`config.mk`:
```
export PLATFORM = sky130hd
export DESIGN_NAME = txn_log_engine
export DESIGN_NICKNAME = d
export VERILOG_FILES = /design/src/rtl/txlog_pkg.sv /design/src/rtl/txlog_buf.sv /design/src/rtl/txlog_ring.sv /design/src/rtl/txlog_ctrl.sv /design/src/rtl/txn_log_engine.sv
export SDC_FILE = /design/constraint.sdc
export NUM_CORES = 1
export LEC_CHECK = 0
export ABC_AREA = 0
export BUFFER_PORTS_ARGS = -buffer_cell sky130_fd_sc_hd__buf_2
export CAP_MARGIN = 20
export CORE_AREA = 2 2 351 353
export CTS_BUF_LIST = sky130_fd_sc_hd__clkbuf_4 sky130_fd_sc_hd__clkbuf_8
export DETAILED_ROUTE_END_ITERATION = 16
export DIE_AREA = 0 0 353 355
export GPL_ROUTABILITY_DRIVEN = 1
export PLACE_DENSITY = 0.62
export SLEW_MARGIN = 10
export SYNTH_ARGS = -nofsm -noshare
export SYNTH_HDL_FRONTEND = slang
export SYNTH_SLANG_ARGS = --single-unit
```
`constraint.sdc`:
```
create_clock -name clk -period 16.8 [get_ports clk]
set_clock_uncertainty 0.1 [all_clocks]
set_input_delay 1.68 -clock clk [delete_from_list [all_inputs] [get_ports clk]]
set_output_delay 1.68 -clock clk [all_outputs]
set_load 0.01 [all_outputs]
```
`src/rtl/txlog_pkg.sv`:
```
package txlog_pkg;

    localparam int ADDR_W = 32;
    localparam int DATA_W = 32;
    localparam int TXID_W = 8;
    localparam int PTR_W  = 64;

    typedef struct packed {
        logic [ADDR_W-1:0] addr;
        logic [DATA_W-1:0] undo_val;
        logic [DATA_W-1:0] redo_val;
        logic [TXID_W-1:0] tag;
    } log_rec_t;

    localparam int REC_W = $bits(log_rec_t);

    // Advance a ring pointer by one slot, wrapping at the last slot.
    function automatic logic [PTR_W-1:0] ring_step(
        input logic [PTR_W-1:0] p,
        input logic [PTR_W-1:0] base,
        input int unsigned      slots,
        input int unsigned      slot_bytes
    );
        logic [PTR_W-1:0] last;
        last = base + PTR_W'((slots - 1) * slot_bytes);
        return (p == last) ? base : p + PTR_W'(slot_bytes);
    endfunction

    function automatic logic in_window(
        input logic [ADDR_W-1:0] a,
        input logic [ADDR_W-1:0] lo,
        input logic [ADDR_W-1:0] hi
    );
        return (a >= lo) && (a < hi);
    endfunction

endpackage

```
`src/rtl/txlog_buf.sv`:
```
module txlog_buf
    import txlog_pkg::*;
#(
    parameter int DEPTH = 8
) (
    input  logic     clk,
    input  logic     rst,
    input  logic     push,
    input  log_rec_t rec_in,
    input  logic     pop,
    output log_rec_t rec_out,
    output logic     full,
    output logic     empty
);
    localparam int AW = (DEPTH > 1) ? $clog2(DEPTH) : 1;
    localparam int CW = $clog2(DEPTH + 1);

    log_rec_t        slots [DEPTH];
    logic [AW-1:0]   rd_idx, wr_idx;
    logic [CW-1:0]   fill;

    function automatic logic [AW-1:0] bump(input logic [AW-1:0] i);
        return (i == AW'(DEPTH - 1)) ? '0 : i + AW'(1);
    endfunction

    assign full    = (fill == CW'(DEPTH));
    assign empty   = (fill == '0);
    assign rec_out = slots[rd_idx];

    always_ff @(posedge clk) begin
        if (push) slots[wr_idx] <= rec_in;
    end

    always_ff @(posedge clk) begin
        if (rst) begin
            rd_idx <= '0;
            wr_idx <= '0;
            fill   <= '0;
        end else begin
            if (push) wr_idx <= bump(wr_idx);
            if (pop)  rd_idx <= bump(rd_idx);
            case ({push, pop})
                2'b10:   fill <= fill + CW'(1);
                2'b01:   fill <= fill - CW'(1);
                default: fill <= fill;
            endcase
        end
    end

    assert_no_overflow_R6: assert property (@(posedge clk) disable iff (rst)
        push |-> !full);
    assert_no_underflow_R4: assert property (@(posedge clk) disable iff (rst)
        pop |-> !empty);

endmodule

```
`src/rtl/txlog_ring.sv`:
```
module txlog_ring
    import txlog_pkg::*;
#(
    parameter logic [63:0] LOG_BASE   = 64'h1000,
    parameter int          LOG_SLOTS  = 16,
    parameter int          SLOT_BYTES = 16
) (
    input  logic             clk,
    input  logic             rst,
    input  logic             adv,
    input  logic             trunc,
    output logic [PTR_W-1:0] head,
    output logic [PTR_W-1:0] tail,
    output logic             ring_full
);
    logic [PTR_W-1:0] tail_nx, head_nx;

    assign tail_nx   = ring_step(tail, LOG_BASE, LOG_SLOTS, SLOT_BYTES);
    assign head_nx   = ring_step(head, LOG_BASE, LOG_SLOTS, SLOT_BYTES);
    assign ring_full = (tail_nx == head);

    always_ff @(posedge clk) begin
        if (rst) begin
            head <= LOG_BASE;
            tail <= LOG_BASE;
        end else begin
            if (adv)                   tail <= tail_nx;
            if (trunc && head != tail) head <= head_nx;
        end
    end

    assert_tail_never_meets_head_R7: assert property (@(posedge clk) disable iff (rst)
        adv |=> tail != head);
    assert_no_write_when_full_R7: assert property (@(posedge clk) disable iff (rst)
        ring_full |-> !adv);

endmodule

```
`src/rtl/txlog_ctrl.sv`:
```
module txlog_ctrl
    import txlog_pkg::*;
(
    input  logic              clk,
    input  logic              rst,
    input  logic              tx_begin,
    input  logic              tx_commit,
    input  logic              buf_full,
    input  logic              buf_empty,
    output logic              drain,
    output logic              commit_busy,
    output logic [TXID_W-1:0] txid
);
    logic tx_open;
    logic fill_hold;

    assign commit_busy = commit_busy_q;
    logic commit_busy_q;

    assign drain = commit_busy_q | fill_hold | buf_full;

    always_ff @(posedge clk) begin
        if (rst) begin
            tx_open       <= 1'b0;
            commit_busy_q <= 1'b0;
            fill_hold     <= 1'b0;
            txid          <= '0;
        end else begin
            if (buf_full)       fill_hold <= 1'b1;
            else if (buf_empty) fill_hold <= 1'b0;

            if (commit_busy_q && buf_empty) begin
                commit_busy_q <= 1'b0;
                txid          <= txid + TXID_W'(1);
            end else if (tx_commit && tx_open && !commit_busy_q) begin
                commit_busy_q <= 1'b1;
                tx_open       <= 1'b0;
            end else if (tx_begin && !commit_busy_q) begin
                tx_open <= 1'b1;
            end
        end
    end

    assert_txid_steps_by_one_R8: assert property (@(posedge clk) disable iff (rst)
        (txid != $past(txid)) |-> (txid == $past(txid) + TXID_W'(1)));
    assert_txid_after_drain_R8: assert property (@(posedge clk) disable iff (rst)
        (txid != $past(txid)) |-> $past(buf_empty));

endmodule

```
`src/rtl/txn_log_engine.sv`:
```
module txn_log_engine
    import txlog_pkg::*;
#(
    parameter int          DEPTH      = 8,
    parameter logic [63:0] LOG_BASE   = 64'h1000,
    parameter int          LOG_SLOTS  = 16,
    parameter int          SLOT_BYTES = 16,
    parameter logic [31:0] PM_BASE    = 32'h8000_0000,
    parameter logic [31:0] PM_LIMIT   = 32'hC000_0000
) (
    input  logic                          clk,
    input  logic                          rst,
    input  logic                          st_valid,
    output logic                          st_ready,
    input  logic [txlog_pkg::ADDR_W-1:0]  st_addr,
    input  logic [txlog_pkg::DATA_W-1:0]  st_new,
    input  logic [txlog_pkg::DATA_W-1:0]  st_old,
    input  logic                          tx_begin,
    input  logic                          tx_commit,
    input  logic                          log_trunc,
    output logic                          mem_wvalid,
    input  logic                          mem_wready,
    output logic [txlog_pkg::PTR_W-1:0]   mem_waddr,
    output logic [txlog_pkg::REC_W-1:0]   mem_wdata,
    output logic [txlog_pkg::PTR_W-1:0]   log_head,
    output logic [txlog_pkg::PTR_W-1:0]   log_tail,
    output logic                          log_stall,
    output logic [txlog_pkg::TXID_W-1:0]  txid
);
    log_rec_t new_rec, head_rec;
    logic     is_pm, pm_ok, push, pop;
    logic     buf_full, buf_empty, drain, commit_busy, ring_full;

    assign is_pm = in_window(st_addr, PM_BASE, PM_LIMIT);
    assign pm_ok = !drain && !commit_busy && !ring_full && !buf_full;

    assign st_ready = !is_pm || pm_ok;
    assign push     = st_valid && is_pm && pm_ok;

    assign new_rec = '{addr: st_addr, undo_val: st_old, redo_val: st_new, tag: txid};

    assign mem_wvalid = drain && !buf_empty && !ring_full;
    assign pop        = mem_wvalid && mem_wready;
    assign mem_waddr  = log_tail;
    assign mem_wdata  = head_rec;
    assign log_stall  = ring_full;

    txlog_buf #(.DEPTH(DEPTH)) u_buf (
        .clk     (clk),
        .rst     (rst),
        .push    (push),
        .rec_in  (new_rec),
        .pop     (pop),
        .rec_out (head_rec),
        .full    (buf_full),
        .empty   (buf_empty)
    );

    txlog_ring #(
        .LOG_BASE   (LOG_BASE),
        .LOG_SLOTS  (LOG_SLOTS),
        .SLOT_BYTES (SLOT_BYTES)
    ) u_ring (
        .clk       (clk),
        .rst       (rst),
        .adv       (pop),
        .trunc     (log_trunc),
        .head      (log_head),
        .tail      (log_tail),
        .ring_full (ring_full)
    );

    txlog_ctrl u_ctrl (
        .clk         (clk),
        .rst         (rst),
        .tx_begin    (tx_begin),
        .tx_commit   (tx_commit),
        .buf_full    (buf_full),
        .buf_empty   (buf_empty),
        .drain       (drain),
        .commit_busy (commit_busy),
        .txid        (txid)
    );

    assert_pm_held_on_stall_R7: assert property (@(posedge clk) disable iff (rst)
        (log_stall && st_valid && is_pm) |-> !st_ready);
    assert_plain_store_free_R2: assert property (@(posedge clk) disable iff (rst)
        (st_valid && !is_pm) |-> st_ready);
    assert_write_held_R9: assert property (@(posedge clk) disable iff (rst)
        (mem_wvalid && !mem_wready) |=> (mem_wvalid && $stable(mem_waddr) && $stable(mem_wdata)));
    assert_idle_no_write_R5: assert property (@(posedge clk) disable iff (rst)
        (!drain) |-> !mem_wvalid);

endmodule

```
==> reports/metrics.yaml, run 1 <==
initial_utilization_pct: 34.9
port_buffers: 405
gp_congestion: 0.958
drc_errors: 0
r2r-start: "u_ring.tail[34]$_SDFFE_PP0N_"
path_class: "reg2out"
synth_area_um2: 42300
synth-async-reset-ratio_pct: 0
antenna_found_initial: 23
critPathLaunchType: "flip-flop"
p_clk_share_pct: 44.1
slew_viol_final: 0
layout_min_cycle_time_ns: 7.89
seq_area_frac_synth_pct: 66.0
rr_worst_depth: 18
finalSetupTns_ns: 0
max_freq_ghz: 0.127
sw_frac_of_total_pct: 21.2
pwr-share-comb_pct: 2.0
rsz0062_at_grt: "false"
postPlaceCellArea_um2: 45500
synth_warnings: 0
path_max_fanout: 11
path_buf_inv: 1
path_common_cell: "or4_1"
busiest_layer: "met2"
synth_flop_cell: "edfxtp_1"
met1_usage_pct: 25.8
fin_nets: 3158
cts.clk_slew.worst_paths_ns: 0.06
synth.area.top_cells: "edfxtp_1 (59%), mux4_2 (11%), dfxtp_1 (7.0%), mux2_2 (2.8%), xor2_1 (2.1%)"
worstHoldPathType: "reg2reg"
clkSinkCount: 980
fin_area_um2: 48900
overflow: 0
min_from: "u_buf.rd_idx[1]$_SDFFE_PP0N_"
r2r-end: "u_buf.fill[3]$_SDFFE_PP0P_"
ctsHoldBuffers: 0
drt_iter0_markers: 2365
grt_util_met3_pct: 4.90
finalCritPeriodShare_pct: 47.0
cp_top_family: "simple AND/OR/NAND/NOR gates"
peakVddDrop_uv: 70.2
hpwl_mm: 80.8
rrSetupSlack_ns: 9.93
wl_mm: 123
setup_violations: 0
vias: 25800
first_pass_iters: 7
worst_ep_arrival_time_ns: 6.11
cts_made_buffers: 163
power.density_cell_area_nw_per_um2: 100
cts_tree: "built"
tightest_slew_ns: 1.18
internal_power_mw: 3.87
drive_above_1_share_pct: 34.2
avgSynthCellArea_um2: 15.8
die_h_um: 355
htree_levels: 4
path_cells: "and4_2 -> nand4_1 -> or4_1 -> or4_1 -> xnor2_1 -> nor4_1 -> nand4_2 -> or2_1 -> nand2_2 -> nand2_1 -> buf_2"
ant_nets: 0
grt_pass1_wl_mm: 178
grt_pass1_vias: 25600
cap_viol_max_count: 0
grt.total_usage_pct: 19.2
synth.ff_latch_count: 980
synth.distinct_cells: 79
p_switching_mw: 1.04
fp.dieW_um: 353
wl_per_cell_um: 25.6
leakage_nw: 16.6
cts-root-buf: "clkbuf_8"
die_area_um2: 125000
rows: 128
yosysTopAreaCell: "edfxtp_1"
status: "complete, no violations"
power_frac_seq_pct: 53.9
syn_to_final_growth_pct: 15.6
synth.top_cell.area_share_pct: 59.0
relSlewSlack_pct: 20.3
io_pins: 410
ctsResizeCount: 0
clock_path_buffers: 3
min_path_cells: 2
end_kind: "output port"
worst_skew_pair.late_latency_ns: 0.84
postCtsSetupRepairBufs: 0
use_met2_pct: 30.3
cp_slowest_cell: "dfxtp_1"
hold_violations: 0
required_ns: 15.02
synth_edf_count: 832
vias_per_cell: 5.38
synthCells: 2680
grt_start_max_net_pins: 105
coreArea_um2: 121000
crit_path_max_incr_delay_ns: 0.86
## flip-flops by register name (all words and copies together) (netlist names), named ones only
signal and cells:
u_buf.fill 4, u_buf.rd_idx 3, u_buf.slots 832, u_buf.wr_idx 3
u_ctrl.commit_busy 1, u_ctrl.fill_hold 1, u_ctrl.tx_open 1, u_ctrl.txid 8
u_ring.head 60, u_ring.tail 64
## cell type report
class / instances / area, um^2
Multi-Input combinational cell: 1422 / 13000
Fill cell: 11200 / 72500
Timing Repair Buffer: 450 / 2380
Inverter: 27 / 101
Sequential cell: 980 / 28000
Clock buffer: 246 / 2920
Antenna cell: 10 / 25.0
Clock inverter: 44 / 480
Tap cell: 1625 / 2030
## worst max-delay path by stage
stage | startpoint | slack [ns] | endpoint | depth (start not counted)
after floorplan | u_ring.tail[5]$_SDFFE_PP0N_ | 2.97 | u_buf.slots[2][0]$_DFFE_PP_ | 14
after global placement | u_ring.tail[34]$_SDFFE_PP0N_ | 9.81 | st_ready | 11
after detailed placement | u_ring.tail[34]$_SDFFE_PP0N_ | 9.80 | st_ready | 11
after CTS | u_ring.tail[34]$_SDFFE_PP0N_ | 8.89 | st_ready | 11
after global routing | u_ring.tail[34]$_SDFFE_PP0N_ | 8.68 | st_ready | 11
final | u_ring.tail[34]$_SDFFE_PP0N_ | 8.91 | st_ready | 11
## synth_stat cells (all sizes together) (7+ instances only)
cell and number:
xor2 102, buf 138, dfxtp 148, and2 14, and4 32, or2 8
nor3 44, nor2 148, nand3 69, or3 18, o31ai 31, nand4 81
nor2b 16, mux2 113, edfxtp 832, nand2 78, and3 34, xnor2 60
nor4 89, a21oi 74, o21ai 39, ha 10, nand4b 10, mux2i 7
a211oi 10, or4 41, inv 27, a31oi 7, clkbuf 116, mux4 208
## layer usage
| layer | part of all wire (%) | up-vias |
|---|---|---|
| li1 | - | 11300 |
| met1 | 42 | 13100 |
| met2 | 46 | 1100 |
| met3 | 8.4 | 260 |
| met4 | 3.2 | 10 |
| met5 | 0.055 | - |
## power groups by stage
| stage | sequential, mW | combinational [mW] | clock, mW |
|---|---|---|---|
| after floorplan | 2.70 | 0.0425 | 0 |
| after global placement | 2.70 | 0.0990 | 0 |
| after detailed placement | 2.70 | 0.101 | 0 |
| after CTS | 2.65 | 0.101 | 2.23 |
| after global routing | 2.65 | 0.109 | 2.34 |
| final | 2.65 | 0.0989 | 2.17 |
## kinds of logic after synthesis
group           after synthesis  share of synthesized area, %
simple gates                711                          9.52
buf+inv                     281                          3.39
flops                       980                          66.0
fa+ha+maj                    11                         0.343
compound gates              206                          3.10
mux                         328                          14.3
other cells                   1                       0.00886
xor+xnor                    162                          3.35
## worst register-to-register path: stages (launching register included)
cell	delay [ns]
dfxtp_1	0.86
and4_2	0.44
nand4_1	0.29
or4_1	0.72
or4_1	0.62
xnor2_1	0.16
nor4_1	0.84
nand4_2	0.31
or2_1	0.37
buf_4	0.28
nand2_2	0.20
inv_1	0.18
ha_1	0.27
ha_1	0.27
a21o_1	0.18
a21oi_1	0.17
xnor2_1	0.10
or3_1	0.30
a21oi_1	0.14
## stage by stage
stage	std cells	worst slack (ns)	utilization (%)	total power, mW	hold slack (ns)
2_1_floorplan	2683	2.97	-	2.75	0.362
3_3_place_gp	4504	9.81	37.5	2.80	0.377
3_5_place_dp	4504	9.80	37.5	2.80	0.389
4_1_cts	4794	8.89	40.3	4.98	0.395
5_1_grt	4796	8.68	40.3	5.10	0.428
6_report	4804	8.91	40.3	4.91	0.391
## cells in the final DEF (no fill, tap or decap), drive strengths merged, types with 74 or more instances in the layout
master / instances
nand2: 78
dfxtp: 148
xor2: 102
buf: 450
nor2: 148
mux4: 208
a21oi: 74
nor4: 89
mux2: 113
clkbuf: 246
nand4: 81
edfxtp: 832
Note: power is estimated with default switching activity, not from simulation.
==> inputs of run 2 (changes only) <==
--- a/config.mk
+++ b/config.mk
@@ -5,15 +5,15 @@
 export SDC_FILE = /design/constraint.sdc
 export NUM_CORES = 1
 export LEC_CHECK = 0
-export ABC_AREA = 0
+export ABC_AREA = 1
 export BUFFER_PORTS_ARGS = -buffer_cell sky130_fd_sc_hd__buf_2
 export CAP_MARGIN = 20
-export CORE_AREA = 2 2 351 353
+export CORE_AREA = 2 2 361 363
 export CTS_BUF_LIST = sky130_fd_sc_hd__clkbuf_4 sky130_fd_sc_hd__clkbuf_8
 export DETAILED_ROUTE_END_ITERATION = 16
-export DIE_AREA = 0 0 353 355
+export DIE_AREA = 0 0 363 365
 export GPL_ROUTABILITY_DRIVEN = 1
-export PLACE_DENSITY = 0.62
+export PLACE_DENSITY = 0.61
 export SLEW_MARGIN = 10
 export SYNTH_ARGS = -nofsm -noshare
 export SYNTH_HDL_FRONTEND = slang
==> constraint.sdc (replaced) <==
create_clock -name clk -period 7.9 [get_ports clk]
set_clock_uncertainty 0.1 [all_clocks]
set_input_delay 0.79 -clock clk [delete_from_list [all_inputs] [get_ports clk]]
set_output_delay 0.79 -clock clk [all_outputs]
set_load 0.01 [all_outputs]
==> run 2 against run 1 <==
Against the previous run:
- synthesized area up 5.6%
- sequential power up 120%
- non-clock buffer count up 82
- utilization up 0.20 points
- first-iteration DRC count up 45%
- sequential cell count unchanged
- combinational power rose to 14 times the previous value
- sequential share of layout area down 3.5 points
- critical endpoint unchanged
- largest cell class unchanged
- largest power group unchanged
==> reports/metrics.yaml, run 2 <==
path_max_fanout: 9  # was 11
power.density_cell_area_nw_per_um2: 230  # was 100 nW/um^2
grt_start_max_net_pins: 227  # was 105
fin_util_pct: 40.5  # was 40.3%
drc_errors: 0  # unchanged
cts_tree: "built"  # unchanged
peakVddDrop_uv: 161  # was 70.2 uV
layout_common_cells: "nor2_1 (1,097), edfxtp_1 (832), nand2_1 (743)"  # was edfxtp_1 (832), buf_2 (404), mux4_2 (208)
grt.total_usage_pct: 21.9  # was 19.2%
regArea_um2: 28000  # about the same
max_freq_ghz: 0.174
yosysTopAreaCell: "edfxtp_1"  # unchanged
place_inst: 6434  # was 4,504
avgSynthCellArea_um2: 9.67  # was 15.8 um^2
path_class: "reg2out"  # unchanged
leakage_nw: 19.6  # was 16.6 nW
relSlewSlack_pct: 26.2  # was 20.3%
clock_path_buffers: 3  # unchanged
slew_viol_final: 0  # unchanged
setup_ws_ns: 2.15  # was 8.91 ns
synth.ff_latch_count: 980  # unchanged
rows: 132  # was 128
end_kind: "output port"  # unchanged
synth_edf_count: 832  # unchanged
ys_top_cells_by_count: "nor2_1 (1,098), edfxtp_1 (832), nand2_1 (744), o21ai_0 (443), inv_1 (211)"  # was edfxtp_1 (832), mux4_2 (208), dfxtp_1 (148), nor2_1 (148), clkbuf_1 (115)
finalCritPeriodShare_pct: 72.8
synth.top_cell.area_share_pct: 55.9  # was 59.0%
antenna_found_initial: 5  # was 23
cap_viol_max_count: 0  # unchanged
first_pass_iters: 8  # was 7
critPathLaunchType: "flip-flop"  # unchanged
synth_warnings: 0  # unchanged
seq_area_frac_synth_pct: 62.5  # was 66.0%
wl_per_cell_um: 21.9  # was 25.6 um
clkSinkCount: 980  # unchanged
required_ns: 7.01  # was 15.02 ns
fin_nets: 5123  # was 3,158
nFillCells: 12600  # was 11,200
multiInputGateArea_um2: 14400  # was 13,000 um^2
setup_violations: 0  # unchanged
wl_mm: 149  # was 123 mm
grt_pass1_wl_mm: 218  # was 178 mm
initial_utilization_pct: 34.8  # was 34.9%
worst_skew_pair.late_latency_ns: 0.91  # was 0.84 ns
regMostFlops: "u_buf.slots"  # unchanged
port_buffers: 405  # unchanged
synth_most_common_cell: "nor2_1"  # was edfxtp_1
status: "complete, no violations"  # unchanged
largest_reg_flops: 832  # unchanged
synthCells: 4626  # was 2,680
hold_violations: 0  # unchanged
layout_min_cycle_time_ns: 5.75
synth.area.top_cells: "edfxtp_1 (56%), nor2_1 (9.2%), dfxtp_1 (6.6%), nand2_1 (6.2%), o21ai_0 (5.0%)"  # was edfxtp_1 (59%), mux4_2 (11%), dfxtp_1 (7.0%), mux2_2 (2.8%), xor2_1 (2.1%)
hold_ws_ns: 0.0995  # was 0.391 ns
drt_iter0_markers: 3439  # was 2,365
synth_flop_cell: "edfxtp_1"  # unchanged
cts_made_buffers: 168  # was 163
largestRegisters: "u_buf.slots (832), u_ring.tail (64), u_ring.head (60)"  # unchanged
grt_pass1_vias: 33500  # was 25,600
synth.distinct_cells: 47  # was 79
postCtsSetupRepairBufs: 0  # unchanged
synth-async-reset-ratio_pct: 0  # unchanged
gp_congestion: 1.05  # was 0.958
overflow: 0  # unchanged
coreArea_um2: 129000  # was 121,000 um^2
synth_area_um2: 44700  # was 42,300 um^2
vias: 35600  # was 25,800
cts-root-buf: "clkbuf_8"  # unchanged
htree_levels: 4  # unchanged
io_pins: 410  # unchanged
drive_above_1_share_pct: 15.0  # was 34.2%
cts.clk_slew.worst_paths_ns: 0.06  # about the same
worstHoldPathType: "in2reg"  # was reg2reg
die_h_um: 365  # was 355 um
vias_per_cell: 5.22  # was 5.38
rsz0062_at_grt: "false"  # unchanged
worst_ep_arrival_time_ns: 4.86  # was 6.11 ns
hpwl_mm: 93.6  # was 80.8 mm
final_common_cell: "nor2_1"  # was edfxtp_1
ant_nets: 0  # unchanged
die_area_um2: 132000  # was 125,000 um^2
tightest_slew_ns: 1.11  # was 1.18 ns
finalSetupTns_ns: 0  # unchanged
final_cells: 6827  # was 4,804
syn_to_final_growth_pct: 16.6  # was 15.6%
fp.dieW_um: 363  # was 353 um
place_ws_ns: 2.86  # was 9.80 ns
run 2: path summary, 6_finish.rpt:
| check | startpoint | endpoint | slack, ns | cells after the start |
|---|---|---|---|---|
| min reg2reg | u_ring.tail[2]$_SDFFE_PP0N_ | u_ring.tail[2]$_SDFFE_PP0N_ | 0.35 | 2 |
| max | u_ring.tail[4]$_SDFFE_PP0N_ | st_ready | 2.15 | 20 |
| min | st_addr[2] | u_buf.slots[1][74]$_DFFE_PP_ | 0.1 | 1 |
| max reg2reg | u_ring.tail[4]$_SDFFE_PP0N_ | u_buf.slots[4][26]$_DFFE_PP_ | 2.79 | 18 |
run 2: per-stage QoR:
step | power [mW] | area [um^2]
2_1_floorplan | 6.68 | 44700
3_3_place_gp | 7.22 | 47800
3_5_place_dp | 7.22 | 47800
4_1_cts | 12.1 | 52100
5_1_grt | 12.5 | 52100
6_report | 12.0 | 52100
run 2: layout make-up:
cell class	count	share of cell area (%)
Antenna cell	7	0.0336
Sequential cell	980	53.6
Tap cell	1675	4.02
Timing Repair Buffer	532	6.22
Multi-Input combinational cell	3093	27.6
Clock inverter	70	1.19
Inverter	234	1.72
Clock buffer	236	5.61
run 2: logic make-up (layout without fill, tap and decap cells):
family	count (synthesis)	count (layout)	share of synthesized area, %
xor gates and xnor gates	92	92	2.08
buffers and inverters	556	1072	5.47
adders and majority gates	11	11	0.325
other	1	11	0.00839
and+or+nand+nor	2232	2232	20.4
AOI/OAI and AO/OA	754	754	9.17
DFF	980	980	62.5
run 2: what timing repair did:
| item | CTS | global route |
|---|---|---|
| hold endpoints to repair | 580 | 0 |
| endpoints found under the setup margin | 0 | 0 |
| resized for setup | 0 | 0 |
| hold buffers | 80 | 0 |
run 2: metal layers:
layer  wire length, um  global-route usage, %
met1             62400                   28.7
met2             65700                   33.5
met3             13400                   5.81
met4              7700                   11.3
met5                 7                      0
run 2: power breakdown:
group          total [mW]  internal (mW)  switching, mW
Clock                4.83           2.65           2.17
Sequential           5.78           5.68          0.103
Combinational        1.38          0.430          0.946
Total                12.0           8.77           3.22
run 2: worst max-delay path: stages (launching register included):
cell     delay [ns]
dfxtp_1        0.67
ha_1           0.38
nand2_1        0.12
nor2_2         0.21
nand2_1        0.20
nor2_4         0.25
nand2_1        0.14
nand2_1        0.10
nand2_1        0.08
nand2_1        0.12
nand2_1        0.08
nor2_1         0.12
nand2_1        0.06
nor2_1         0.09
nand2_1        0.05
nor2_1         0.29
nand3_2        0.25
buf_4          0.29
nand2_1        0.12
nand3_1        0.14
buf_2          0.19
